[src/rtl/bfe_pkg.sv]
package bfe_pkg;
  localparam int unsigned NPINS  = 3;
  localparam int unsigned PIN_CE = 0;
  localparam int unsigned PIN_OE = 1;
  localparam int unsigned PIN_WE = 2;

  typedef enum logic {
    WIN_IDLE = 1'b0,
    WIN_OPEN = 1'b1
  } win_e;
endpackage

[src/rtl/bfe_deglitch.sv]
module bfe_deglitch #(
  parameter int unsigned FILT = 3
) (
  input  logic clk,
  input  logic rst_n,
  input  logic pin,
  output logic sync_o,
  output logic filt_o
);
  localparam int unsigned CW = (FILT > 1) ? $clog2(FILT) : 1;
  localparam logic [CW-1:0] LAST = CW'(FILT - 1);

  logic s1_q, s2_q, filt_q, filt_d;
  logic [CW-1:0] cnt_q, cnt_d;

  always_comb begin
    filt_d = filt_q;
    cnt_d  = '0;
    if (s2_q != filt_q) begin
      if (cnt_q == LAST) begin
        filt_d = s2_q;
      end else begin
        cnt_d = cnt_q + 1'b1;
      end
    end
  end

  always_ff @(posedge clk or negedge rst_n) begin
    if (!rst_n) begin
      s1_q   <= 1'b1;
      s2_q   <= 1'b1;
      filt_q <= 1'b1;
      cnt_q  <= '0;
    end else begin
      s1_q   <= pin;
      s2_q   <= s1_q;
      filt_q <= filt_d;
      cnt_q  <= cnt_d;
    end
  end

  assign sync_o = s2_q;
  assign filt_o = filt_q;
endmodule

[src/rtl/bfe_delay.sv]
module bfe_delay #(
  parameter int unsigned W     = 8,
  parameter int unsigned DEPTH = 4
) (
  input  logic         clk,
  input  logic         rst_n,
  input  logic [W-1:0] din,
  output logic [W-1:0] dout
);
  logic [W-1:0] stage_q [DEPTH];

  always_ff @(posedge clk or negedge rst_n) begin
    if (!rst_n) stage_q[0] <= '0;
    else        stage_q[0] <= din;
  end

  for (genvar g = 1; g < DEPTH; g++) begin : g_stage
    always_ff @(posedge clk or negedge rst_n) begin
      if (!rst_n) stage_q[g] <= '0;
      else        stage_q[g] <= stage_q[g-1];
    end
  end

  assign dout = stage_q[DEPTH-1];
endmodule

[src/rtl/bfe_write_ctrl.sv]
module bfe_write_ctrl
  import bfe_pkg::*;
#(
  parameter int unsigned AW = 21,
  parameter int unsigned DW = 16
) (
  input  logic          clk,
  input  logic          rst_n,
  input  logic          ce_f,
  input  logic          oe_f,
  input  logic          we_f,
  input  logic          tap_wide,
  input  logic [AW-1:0] tap_addr,
  input  logic [DW-1:0] tap_dq,
  output logic          wr_valid,
  output logic [AW-1:0] wr_addr,
  output logic          wr_bsel,
  output logic [DW-1:0] wr_data
);
  localparam int unsigned HALF = DW / 2;

  win_e          win_q, win_d;
  logic          bad_q, bad_d;
  logic          x8_q, x8_d;
  logic          bsel_hold_q, bsel_hold_d;
  logic [AW-1:0] addr_hold_q, addr_hold_d;
  logic [DW-1:0] late_dq_q;
  logic          valid_q, valid_d;
  logic [AW-1:0] addr_q, addr_d;
  logic          bsel_q, bsel_d;
  logic [DW-1:0] data_q, data_d;
  logic          active;
  logic          load_out;

  assign active = !ce_f && !we_f;

  always_comb begin
    win_d       = win_q;
    bad_d       = bad_q;
    x8_d        = x8_q;
    bsel_hold_d = bsel_hold_q;
    addr_hold_d = addr_hold_q;
    valid_d     = 1'b0;
    load_out    = 1'b0;
    case (win_q)
      WIN_IDLE: begin
        if (active) begin
          win_d       = WIN_OPEN;
          bad_d       = !oe_f;
          x8_d        = !tap_wide;
          bsel_hold_d = !tap_wide && tap_dq[DW-1];
          addr_hold_d = tap_addr;
        end
      end
      default: begin
        if (active) begin
          bad_d = bad_q || !oe_f;
        end else begin
          win_d    = WIN_IDLE;
          valid_d  = !bad_q;
          load_out = !bad_q;
        end
      end
    endcase
  end

  always_comb begin
    addr_d = addr_q;
    bsel_d = bsel_q;
    data_d = data_q;
    if (load_out) begin
      addr_d = addr_hold_q;
      bsel_d = bsel_hold_q;
      data_d = x8_q ? {{(DW-HALF){1'b0}}, late_dq_q[HALF-1:0]} : late_dq_q;
    end
  end

  always_ff @(posedge clk or negedge rst_n) begin
    if (!rst_n) begin
      win_q       <= WIN_IDLE;
      bad_q       <= 1'b0;
      x8_q        <= 1'b0;
      bsel_hold_q <= 1'b0;
      addr_hold_q <= '0;
      late_dq_q   <= '0;
      valid_q     <= 1'b0;
      addr_q      <= '0;
      bsel_q      <= 1'b0;
      data_q      <= '0;
    end else begin
      win_q       <= win_d;
      bad_q       <= bad_d;
      x8_q        <= x8_d;
      bsel_hold_q <= bsel_hold_d;
      addr_hold_q <= addr_hold_d;
      late_dq_q   <= tap_dq;
      valid_q     <= valid_d;
      addr_q      <= addr_d;
      bsel_q      <= bsel_d;
      data_q      <= data_d;
    end
  end

  assign wr_valid = valid_q;
  assign wr_addr  = addr_q;
  assign wr_bsel  = bsel_q;
  assign wr_data  = data_q;
endmodule

[src/rtl/bfe_read_ctrl.sv]
module bfe_read_ctrl (
  input  logic clk,
  input  logic rst_n,
  input  logic ce_f,
  input  logic oe_f,
  input  logic we_f,
  input  logic wide,
  output logic lo_drv,
  output logic hi_drv
);
  logic lo_q, lo_d, hi_q, hi_d;

  always_comb begin
    lo_d = !ce_f && !oe_f && we_f;
    hi_d = lo_d && wide;
  end

  always_ff @(posedge clk or negedge rst_n) begin
    if (!rst_n) begin
      lo_q <= 1'b0;
      hi_q <= 1'b0;
    end else begin
      lo_q <= lo_d;
      hi_q <= hi_d;
    end
  end

  assign lo_drv = lo_q;
  assign hi_drv = hi_q;
endmodule

[src/rtl/bus_frontend.sv]
module bus_frontend
  import bfe_pkg::*;
#(
  parameter int unsigned AW   = 21,
  parameter int unsigned DW   = 16,
  parameter int unsigned FILT = 3
) (
  input  logic          clk,
  input  logic          rst_n,
  input  logic          ce_n,
  input  logic          oe_n,
  input  logic          we_n,
  input  logic          wide_sel,
  input  logic [AW-1:0] addr_pin,
  input  logic [DW-1:0] dq_pin,
  output logic          wr_valid,
  output logic [AW-1:0] wr_addr,
  output logic          wr_bsel,
  output logic [DW-1:0] wr_data,
  output logic          lo_drv,
  output logic          hi_drv
);
  localparam int unsigned ADDR_TAP = FILT + 1;
  localparam int unsigned VW       = 1 + AW + DW;

  logic [1:0]       rst_sync_q;
  logic             rst_i_n;
  logic [NPINS-1:0] pins_raw;
  logic [NPINS-1:0] pins_s;
  logic [NPINS-1:0] pins_f;
  logic [VW-1:0]    vec_in, vec_tap;
  logic             tap_wide;
  logic [AW-1:0]    tap_addr;
  logic [DW-1:0]    tap_dq;

  always_ff @(posedge clk or negedge rst_n) begin
    if (!rst_n) rst_sync_q <= 2'b00;
    else        rst_sync_q <= {rst_sync_q[0], 1'b1};
  end
  assign rst_i_n = rst_sync_q[1];

  assign pins_raw[PIN_CE] = ce_n;
  assign pins_raw[PIN_OE] = oe_n;
  assign pins_raw[PIN_WE] = we_n;

  for (genvar p = 0; p < NPINS; p++) begin : g_pin
    bfe_deglitch #(.FILT(FILT)) u_dg (
      .clk    (clk),
      .rst_n  (rst_i_n),
      .pin    (pins_raw[p]),
      .sync_o (pins_s[p]),
      .filt_o (pins_f[p])
    );
  end

  assign vec_in = {wide_sel, addr_pin, dq_pin};

  bfe_delay #(.W(VW), .DEPTH(ADDR_TAP + 1)) u_dly (
    .clk   (clk),
    .rst_n (rst_i_n),
    .din   (vec_in),
    .dout  (vec_tap)
  );

  assign {tap_wide, tap_addr, tap_dq} = vec_tap;

  bfe_write_ctrl #(.AW(AW), .DW(DW)) u_wr (
    .clk      (clk),
    .rst_n    (rst_i_n),
    .ce_f     (pins_f[PIN_CE]),
    .oe_f     (pins_f[PIN_OE]),
    .we_f     (pins_f[PIN_WE]),
    .tap_wide (tap_wide),
    .tap_addr (tap_addr),
    .tap_dq   (tap_dq),
    .wr_valid (wr_valid),
    .wr_addr  (wr_addr),
    .wr_bsel  (wr_bsel),
    .wr_data  (wr_data)
  );

  bfe_read_ctrl u_rd (
    .clk    (clk),
    .rst_n  (rst_i_n),
    .ce_f   (pins_f[PIN_CE]),
    .oe_f   (pins_f[PIN_OE]),
    .we_f   (pins_f[PIN_WE]),
    .wide   (tap_wide),
    .lo_drv (lo_drv),
    .hi_drv (hi_drv)
  );
endmodule

[config.mk]
export PLATFORM = sky130hd
export DESIGN_NAME = bus_frontend
export DESIGN_NICKNAME = d
export VERILOG_FILES = /design/src/rtl/bfe_pkg.sv /design/src/rtl/bfe_deglitch.sv /design/src/rtl/bfe_delay.sv /design/src/rtl/bfe_write_ctrl.sv /design/src/rtl/bfe_read_ctrl.sv /design/src/rtl/bus_frontend.sv
export SDC_FILE = /design/constraint.sdc
export NUM_CORES = 1
export LEC_CHECK = 0
export BUFFER_PORTS_ARGS = -buffer_cell sky130_fd_sc_hd__buf_4
export CORE_MARGIN = 5
export CORE_UTILIZATION = 50
export DETAILED_ROUTE_END_ITERATION = 6
export GPL_TIMING_DRIVEN = 0
export MAX_ROUTING_LAYER = met4
export PLACE_DENSITY_LB_ADDON = 0.05
export SKIP_CTS_REPAIR_TIMING = 1
export SYNTH_ARGS = -nofsm -noshare
export SYNTH_HDL_FRONTEND = slang
export SYNTH_SLANG_ARGS = --single-unit
[constraint.sdc]
create_clock -name clk -period 10.4 [get_ports clk]
set_input_delay 2.08 -clock clk [delete_from_list [all_inputs] [get_ports clk]]
set_output_delay 2.08 -clock clk [all_outputs]
set_load 0.03 [all_outputs]
==> results of run 1 <==
==> power breakdown <==
part,internal [mW],switching [mW],total [mW]
clock network,0.668,0.396,1.06
logic,0.281,0.324,0.605
registers,1.32,0.0953,1.41
==> metal layers <==
metal / part of all wire [%] / up-vias / wire length, microns / global-route usage, %
met3: 6.0 / 25 / 652 / 3.690
met2: 49 / 75 / 5306 / 19.14
met5: 0 / - / 0 / -
li1: - / 1515 / - / -
met1: 43 / 1800 / 4666 / 16.75
met4: 2.7 / 0 / 298 / 3.900
==> stage by stage <==
stage | std cells | hold WS [ns] | setup TNS [ns]
4_1_cts | 747 | 0.3450 | 0
3_3_place_gp | 690 | 0.3314 | -130.38
5_1_grt | 747 | 0.3495 | 0
3_5_place_dp | 695 | 0.3347 | 0
2_1_floorplan | 391 | 0.3312 | 0
6_report | 747 | 0.3411 | 0
==> cell families (layout without fill, tap and decap cells) <==
kind of cell	after synthesis	count (layout)	synth area share (%)
AOI/OAI and AO/OA	3	3	0.2283
xor gates and xnor gates	3	3	0.3198
buffers and inverters	9	149	0.7308
DFF	289	289	88.15
muxes	62	62	8.497
other	1	1	0.04564
and+or+nand+nor	24	24	2.025
==> layout make-up <==
class	instances	area (sq um)	area share, %
Clock buffer	38	808.3	7.879
Clock inverter	14	206.4	2.012
Timing Repair Buffer	88	753.2	7.342
Inverter	2	7.507	0.07318
Buffer	7	52.55	0.5123
Sequential cell	289	7247	70.64
Multi-Input combinational cell	93	913.4	8.904
Tap cell	216	270.3	2.634
==> flip-flops by register name, indices dropped and copies added, names as in the netlist, 3 cells and up <==
| signal | count |
|---|---|
| g_pin.u_dg.s1_q | 3 |
| u_wr.late_dq_q | 16 |
| u_dly.stage_q | 152 |
| u_wr.wr_addr | 21 |
| u_dly.dout | 38 |
| g_pin.u_dg.filt_o | 3 |
| u_wr.wr_data | 16 |
| g_pin.u_dg.cnt_q | 6 |
| g_pin.u_dg.sync_o | 3 |
| u_wr.addr_hold_q | 21 |
==> cell usage in the layout, fill, tap and decap left out <==
cell type  instances
dfrtp_1          279
buf_4             85
mux2_2            53
clkbuf_16         28
nor2b_1           11
mux2_1             9
dfstp_2            9
clkinv_2           8
clkbuf_8           7
bufinv_16          5
nor3b_1            4
buf_16             4
xnor2_1            3
nor3_1             3
clkbuf_1           3
buf_6              2
buf_2              2
inv_1              2
clkbuf_2           1
nor2_2             1
and2_1             1
nor3b_2            1
nor3_4             1
nand3b_1           1
o21ai_0            1
nor2_1             1
a21oi_1            1
o32ai_1            1
clkinv_8           1
buf_12             1
conb_1             1
dfrtp_4            1
==> worst max path at each step <==
stage,to,cells past startpoint,startpoint
detailed placement,wr_data[3],1,u_wr.wr_data[3]$_DFFE_PN0P_
global placement,u_wr.addr_hold_q[13]$_DFFE_PN0P_,0,rst_sync_q[1]$_DFF_PN0_
finish,wr_data[3],1,u_wr.wr_data[3]$_DFFE_PN0P_
global route,wr_data[8],1,u_wr.wr_data[8]$_DFFE_PN0P_
floorplan,g_pin[0].u_dg.cnt_q[0]$_DFF_PN0_,0,rst_sync_q[1]$_DFF_PN0_
CTS,wr_data[8],1,u_wr.wr_data[8]$_DFFE_PN0P_
==> worst reg2reg max path, cell delays in order (launching register included) <==
cell and delay [ns]:
dfstp_2 0.52, clkbuf_2 0.19, nor2_2 0.07, nor3b_2 0.28, buf_6 0.21, buf_6 0.17, mux2_1 0.34
==> out/results.ini, run 1 <==
[routing]
wl_per_cell_microns = 14.63
vias = 3415
antenna_left = 0
routed_wl_microns = 10930
drt_first_iter_violations = 149
first_pass_iters = 3
drc_errors = 0
avgViaCountPerCell = 4.572

[power_and_ir_drop]
p_leak_nw = 4.727
power_density_mw_per_mm2 = 300.4
finalPower_mw = 3.082
peakVddDrop_mv = 0.1579

[die]
num_rows = 46
boundaryPins = 84
fp.dieW_microns = 138.2
start_util_pct = 51.35
die_height_microns = 138.2
die_area_sq_mm = 0.01910
coreArea_sq_mm = 0.01600

[synth]
syn_inst = 391
netlist.area_leader.share_pct = 85.27
synthDistinctLibCells = 23
yosysSeqAreaShare_pct = 88.15
synthesis.area_sq_mm = 0.008217
postSynthAreaPerCell_sq_um = 21.01
synthFlopType = dfrtp_1
synth_edf_count = 0
async_flop_share_pct = 100.0
yosys_warnings = 0
synth_most_common_cell = dfrtp_1
netlist_top_cells_count = dfrtp_1, mux2_2, nor2b_1
ys_ff_latch = 289
synthTopCellsByArea = dfrtp_1, mux2_2, dfstp_2
yosysTopAreaCell = dfrtp_1
syn-num-nets = 434

[place]
place_hpwl_microns = 6733
gp_congestion = 0.7126
placed_area_sq_mm = 0.009244
io_buffers = 83
place_worst_setup_slack_ns = 7.766

[min_path]
hold_start = u_dly.stage_q[95]$_DFF_PN0_
hold_depth = 0
holdPathEnd = u_dly.stage_q[57]$_DFF_PN0_
hp-class = reg -> reg

[sta]
rsz0062_at_grt = false
final_max_slew_viol_count = 0
min_period_ns = 3.172
hold_viol = 0
report.final.setup_viol = 0
finalClockSkew_ns = 0.01182
finalWorstSetupSlack_ns = 7.228
finalCritPeriodShare_pct = 30.50
fmax_mhz = 315.3

[clock_network]
clockRootBuffer = clkbuf_16
cts_tree = built
clockBufferDepth = 3
path_clk_slew_ns = 0.06
cts_max_level = 1
cts_made_buffers = 28
cts.sinks = 289
clk_latency_ns = 0.52

[global_routing]
grt_pass1_wl_microns = 19380
grt_max_degree = 74
grt.total_usage_pct = 12.60
grt_pass1_vias = 3782
antenna_found_initial = 0
overflow = 0

[final_layout]
drive_above_1_share_pct = 39.55
area.growth.synth_to_final_pct = 24.85
nNetsFinal = 552
insertedDiodeCount = 0
fin_util_pct = 64.11
fin_area_sq_mm = 0.01026
fill_cells = 1153

[critical_path]
criticalPathCategory = reg -> out
cp_max_fo = 2
endpoint_kind = output port
critPathLaunchType = register
path_cells = buf_4
cp_num_buf_inv = 1
rr_startpoint = g_pin[0].u_dg.filt_o$_DFFE_PN1P_
worstReg2RegEnd = u_wr.wr_data[8]$_DFFE_PN0P_
reg2reg_slack_ns = 8.51
cp_slowest_cell = dfrtp_1
slowest_delay_ns = 0.39
required_ns = 8.32
reg2reg_depth = 6
cp.arrival_ns = 1.09
crit_family = flip-flops

[run_status]
outcome = completed

[run]
max-cap-violations = 0

Note: power is estimated with default switching activity, not from simulation.
==> inputs of run 2 (changes only) <==
==> constraint.sdc (replaced) <==
create_clock -name clk -period 2.7 [get_ports clk]
set_input_delay 0.54 -clock clk [delete_from_list [all_inputs] [get_ports clk]]
set_output_delay 0.54 -clock clk [all_outputs]
set_load 0.03 [all_outputs]
==> run 2 against run 1 <==
Against the previous run: first-iteration DRC count fell by 22%; sequential share of layout area shrank 0.43 points; power rose to 3.9 times the previous value; largest power group unchanged; clock skew fell by 0.0044 ns; flip-flop and latch count stayed put.
==> out/results.ini, run 2 (synthesized netlist as in run 1, its figures left out) <==
[clock_network]
cts_tree = built
clockRootBuffer = clkbuf_16
cts_max_level = 1
cts_made_buffers = 28
path_clk_slew_ns = 0.06
cts.sinks = 289
clockBufferDepth = 3
clk_latency_ns = 0.51

[place]
io_buffers = 83
placedCellCount = 694
placed_area_sq_mm = 0.009224
gp_congestion = 0.6682
place_hpwl_microns = 6704

[sta]
hold_viol = 0
report.final.setup_viol = 0
rsz0062_at_grt = false
slew_headroom_pct = 50.00
final_max_slew_viol_count = 0
finalCritPeriodShare_pct = 71.12
finalClockSkew_ns = 0.007461
worst_slew_pin_slew_ns = 0.7500
min_period_ns = 1.920
fmax_mhz = 520.8

[critical_path]
path_cells = clkbuf_2 > nor2_2 > nor3b_2 > buf_6 > buf_6 > mux2_1
required_ns = 3.09
critPathLaunchType = register
endpoint_kind = register
cp_num_buf_inv = 3
crit_family = buffers and inverters
criticalPathCategory = reg -> reg
cp.arrival_ns = 2.31
crit_top_cell = buf_6
cp_slowest_cell = dfstp_2
cp_max_fo = 10
slowest_delay_ns = 0.51

[min_path]
hp-class = in -> reg

[routing]
highest_layer = met4
antenna_left = 0
vias = 3347
dr_wl_met3_microns = 552
route.met2.wl_microns = 5353
wl_per_cell_microns = 14.72
routed_wl_microns = 10990
drt_first_iter_violations = 116
drc_errors = 0
wl_met1_microns = 4807
avgViaCountPerCell = 4.481
first_pass_iters = 4

[die]
fp.dieW_microns = 138.2
start_util_pct = 51.35
die_area_sq_mm = 0.01910
coreArea_sq_mm = 0.01600
die_height_microns = 138.2
num_rows = 46
boundaryPins = 84

[final_layout]
insertedDiodeCount = 0
drive_above_1_share_pct = 39.92
nNetsFinal = 552
fin_cells = 747
top_register = u_dly.stage_q
largest_reg_flops = 152
final_cell_mix = dfrtp_1, buf_4, mux2_2
area.growth.synth_to_final_pct = 25.61
final_common_cell = dfrtp_1
fin_area_sq_mm = 0.01032

[power_and_ir_drop]
power_density_mw_per_mm2 = 1176
peakVddDrop_mv = 0.7031
p_leak_nw = 4.756

[run]
max-cap-violations = 0

[global_routing]
grt_pass1_vias = 3792
grt.total_usage_pct = 12.57
antenna_found_initial = 0
grt_pass1_wl_microns = 19180
grt_max_degree = 73
overflow = 0

[run_status]
outcome = completed

-- run 2: report_power, final --
group	total [mW]	internal [mW]	switching, mW
clock network	4.38	2.85	1.53
logic	2.31	1.08	1.23
registers	5.45	5.08	0.374
total	12.1	9.01	3.13
-- run 2: layout make-up --
type,count,area [sq um]
flip-flops and latches,289,7247
fillers,1165,5679
multi-input cells,93,913.4
clock buffers,34,794.5
repair buffers,88,743.2
clock inverters,18,292.8
well taps,216,270.3
plain buffers,7,52.55
inverters,2,7.507
-- run 2: final timing paths --
check	from	to	slack (ns)	cells after the start
max	g_pin[0].u_dg.filt_o$_DFFE_PN1P_	u_wr.wr_data[7]$_DFFE_PN0P_	0.78	6
min	dq_pin[9]	u_dly.stage_q[161]$_DFF_PN0_	0.13	1
max reg2reg	g_pin[0].u_dg.filt_o$_DFFE_PN1P_	u_wr.wr_data[7]$_DFFE_PN0P_	0.78	6
min reg2reg	u_dly.stage_q[81]$_DFF_PN0_	u_dly.stage_q[43]$_DFF_PN0_	0.34	0
max in group asynchronous	rst_sync_q[1]$_DFF_PN0_	u_wr.wr_addr[10]$_DFFE_PN0P_	1.20	2
min in group asynchronous	rst_n	rst_sync_q[1]$_DFF_PN0_	0.34	2
-- run 2: worst register-to-register path, stage by stage, from the launching register on --
cell and delay [ns]:
dfstp_2 0.51, clkbuf_2 0.20, nor2_2 0.07, nor3b_2 0.30, buf_6 0.22, buf_6 0.17
mux2_1 0.34
-- run 2: per-stage QoR --
stage / TNS, ns / util, % / hold WS [ns] / power (mW) / worst slack, ns
floorplan: -49.13 / - / 0.2444 / 7.004 / -0.1767
global placement: -242.30 / 56.96 / 0.3224 / 7.789 / -0.8802
detailed placement: 0 / 57.65 / 0.3248 / 7.911 / 0.7509
CTS: 0 / 64.44 / -0.2360 / 12.37 / 0.7413
global route: 0 / 64.51 / 0.09232 / 12.74 / 0.7000
finish: 0 / 64.51 / 0.1293 / 12.14 / 0.7797
-- run 2: routing by layer --
metal	track usage [%]	vias up
met5	-	-
met4	3.328	0
met3	3.552	31
met2	19.06	69
met1	17.09	1723
li1	-	1524
==> inputs of run 3 (changes only) <==
==> constraint.sdc (replaced) <==
create_clock -name clk -period 1.85 [get_ports clk]
set_input_delay 0.37 -clock clk [delete_from_list [all_inputs] [get_ports clk]]
set_output_delay 0.37 -clock clk [all_outputs]
set_load 0.03 [all_outputs]
==> run 3 against run 2 <==
Against the previous run: die area stayed put; clock-buffer cell count stayed put; setup slack worse by 0.63 ns; highest routed layer unchanged; critical path type unchanged; critical path depth shrank 1; critical endpoint unchanged; clock skew down 0.0023 ns; register-to-register slack worse by 0.63 ns; sequential power increased by 47%; sequential share of layout area shrank 2.8 points; largest cell class unchanged; clock power grew 46%; via count grew 5.5%; power is 47% higher.
==> out/results.ini, run 3 (synthesized netlist as in run 1, its figures left out) <==
[run_status]
outcome = completed

[routing]
vias = 3532
antenna_left = 0
drc_errors = 0
first_pass_iters = 4
drt_first_iter_violations = 101
wl_per_cell_microns = 14.42
routed_wl_microns = 11390
avgViaCountPerCell = 4.471

[power_and_ir_drop]
peakVddDrop_mv = 1.045
p_leak_nw = 4.940
power_density_mw_per_mm2 = 1658

[final_layout]
final_cell_mix = dfrtp_1, buf_4, mux2_2
fin_area_sq_mm = 0.01076
insertedDiodeCount = 0
fin_util_pct = 67.22
final_common_cell = dfrtp_1
largest_reg_flops = 152
top_register = u_dly.stage_q
fill_cells = 1108
area.growth.synth_to_final_pct = 30.90
drive_above_1_share_pct = 37.28
nNetsFinal = 595

[place]
place_hpwl_microns = 6704
gp_congestion = 0.6682
io_buffers = 83
placed_area_sq_mm = 0.009224

[die]
fp.dieW_microns = 138.2
start_util_pct = 51.35
die_height_microns = 138.2
die_area_sq_mm = 0.01910
boundaryPins = 84
num_rows = 46
coreArea_sq_mm = 0.01600

[critical_path]
crit_top_cell = buf_6
cp_max_fo = 10
endpoint_kind = register
required_ns = 2.24
cp_slowest_cell = dfstp_2
cp_num_buf_inv = 2
worstReg2RegEnd = u_wr.wr_data[7]$_DFFE_PN0P_
reg2reg_slack_ns = 0.15
slowest_delay_ns = 0.62
path_cells = nor2_2 > nor3b_4 > buf_6 > buf_6 > mux2_1
rr_startpoint = g_pin[0].u_dg.filt_o$_DFFE_PN1P_
reg2reg_depth = 5
critPathLaunchType = register
crit_family = flip-flops
criticalPathCategory = reg -> reg
cp.arrival_ns = 2.09

[sta]
hold_ws_ns = 0.1889
report.final.setup_viol = 0
hold_viol = 0
fmax_mhz = 588.8
rsz0062_at_grt = false
final_max_slew_viol_count = 0
worst_slew_pin_slew_ns = 0.7500
finalClockSkew_ns = 0.005185
slew_headroom_pct = 50.00
min_period_ns = 1.698
finalCritPeriodShare_pct = 91.81

[min_path]
hp-class = in -> async

[clock_network]
clk_latency_ns = 0.51
clockBufferDepth = 3
cts_max_level = 1
path_clk_slew_ns = 0.06
cts_tree = built
cts.sinks = 289
cts_made_buffers = 28
clockRootBuffer = clkbuf_16

[global_routing]
overflow = 0
grt_pass1_wl_microns = 19180
grt.total_usage_pct = 12.57
grt_pass1_vias = 3792
grt_max_degree = 73
antenna_found_initial = 0

[run]
max-cap-violations = 0

[run 3: final cells by class]
cell class                      count  area [sq um]  area share (%)
Sequential cell                   289          7247           67.38
Buffer                              6         47.55          0.4421
Timing Repair Buffer              132          1176           10.94
Inverter                            2         7.507         0.06980
Multi-Input combinational cell     93         919.6           8.551
Tap cell                          216         270.3           2.513
Clock buffer                       34         794.5           7.387
Clock inverter                     18         292.8           2.722
[run 3: report_power, final]
| part | switching [mW] | leakage (nW) | internal [mW] |
|---|---|---|---|
| clock network | 2.23 | 0.542 | 4.16 |
| registers | 0.582 | 3.40 | 7.41 |
| logic | 1.79 | 1.00 | 1.66 |
[run 3: worst reg2reg max path: cells and delay by family, from the launching register on]
| kind | cells | cell delay, ns |
|---|---|---|
| DFF | 1 | 0.62 |
| muxes | 1 | 0.34 |
| and+or+nand+nor | 2 | 0.32 |
| buffers and inverters | 2 | 0.30 |
[run 3: worst max-delay path by stage]
stage / to / depth (start not counted) / startpoint
floorplan: g_pin[0].u_dg.cnt_q[0]$_DFF_PN0_ / 0 / rst_sync_q[1]$_DFF_PN0_
global placement: u_wr.addr_hold_q[10]$_DFFE_PN0P_ / 0 / rst_sync_q[1]$_DFF_PN0_
detailed placement: u_wr.wr_data[7]$_DFFE_PN0P_ / 6 / g_pin[0].u_dg.filt_o$_DFFE_PN1P_
CTS: u_wr.wr_data[7]$_DFFE_PN0P_ / 6 / g_pin[0].u_dg.filt_o$_DFFE_PN1P_
global route: u_wr.wr_addr[4]$_DFFE_PN0P_ / 2 / rst_sync_q[1]$_DFF_PN0_
finish: u_wr.wr_data[7]$_DFFE_PN0P_ / 5 / g_pin[0].u_dg.filt_o$_DFFE_PN1P_
[run 3: metrics by stage]
| stage | total power, mW | cells | worst slack (ns) | TNS [ns] |
|---|---|---|---|---|
| 2_1_floorplan | 10.22 | 391 | -1.027 | -288.83 |
| 3_3_place_gp | 11.37 | 690 | -1.730 | -486.66 |
| 3_5_place_dp | 11.55 | 694 | -0.09914 | -0.8633 |
| 4_1_cts | 18.05 | 746 | -0.1087 | -1.059 |
| 5_1_grt | 18.71 | 790 | 0.08046 | 0 |
| 6_report | 17.84 | 790 | 0.1515 | 0 |
[run 3: routing by layer]
metal,global-route usage [%],wire length [microns]
met2,19.06,5743
met4,3.328,256
met1,17.09,4834
met3,3.552,559
met5,-,0
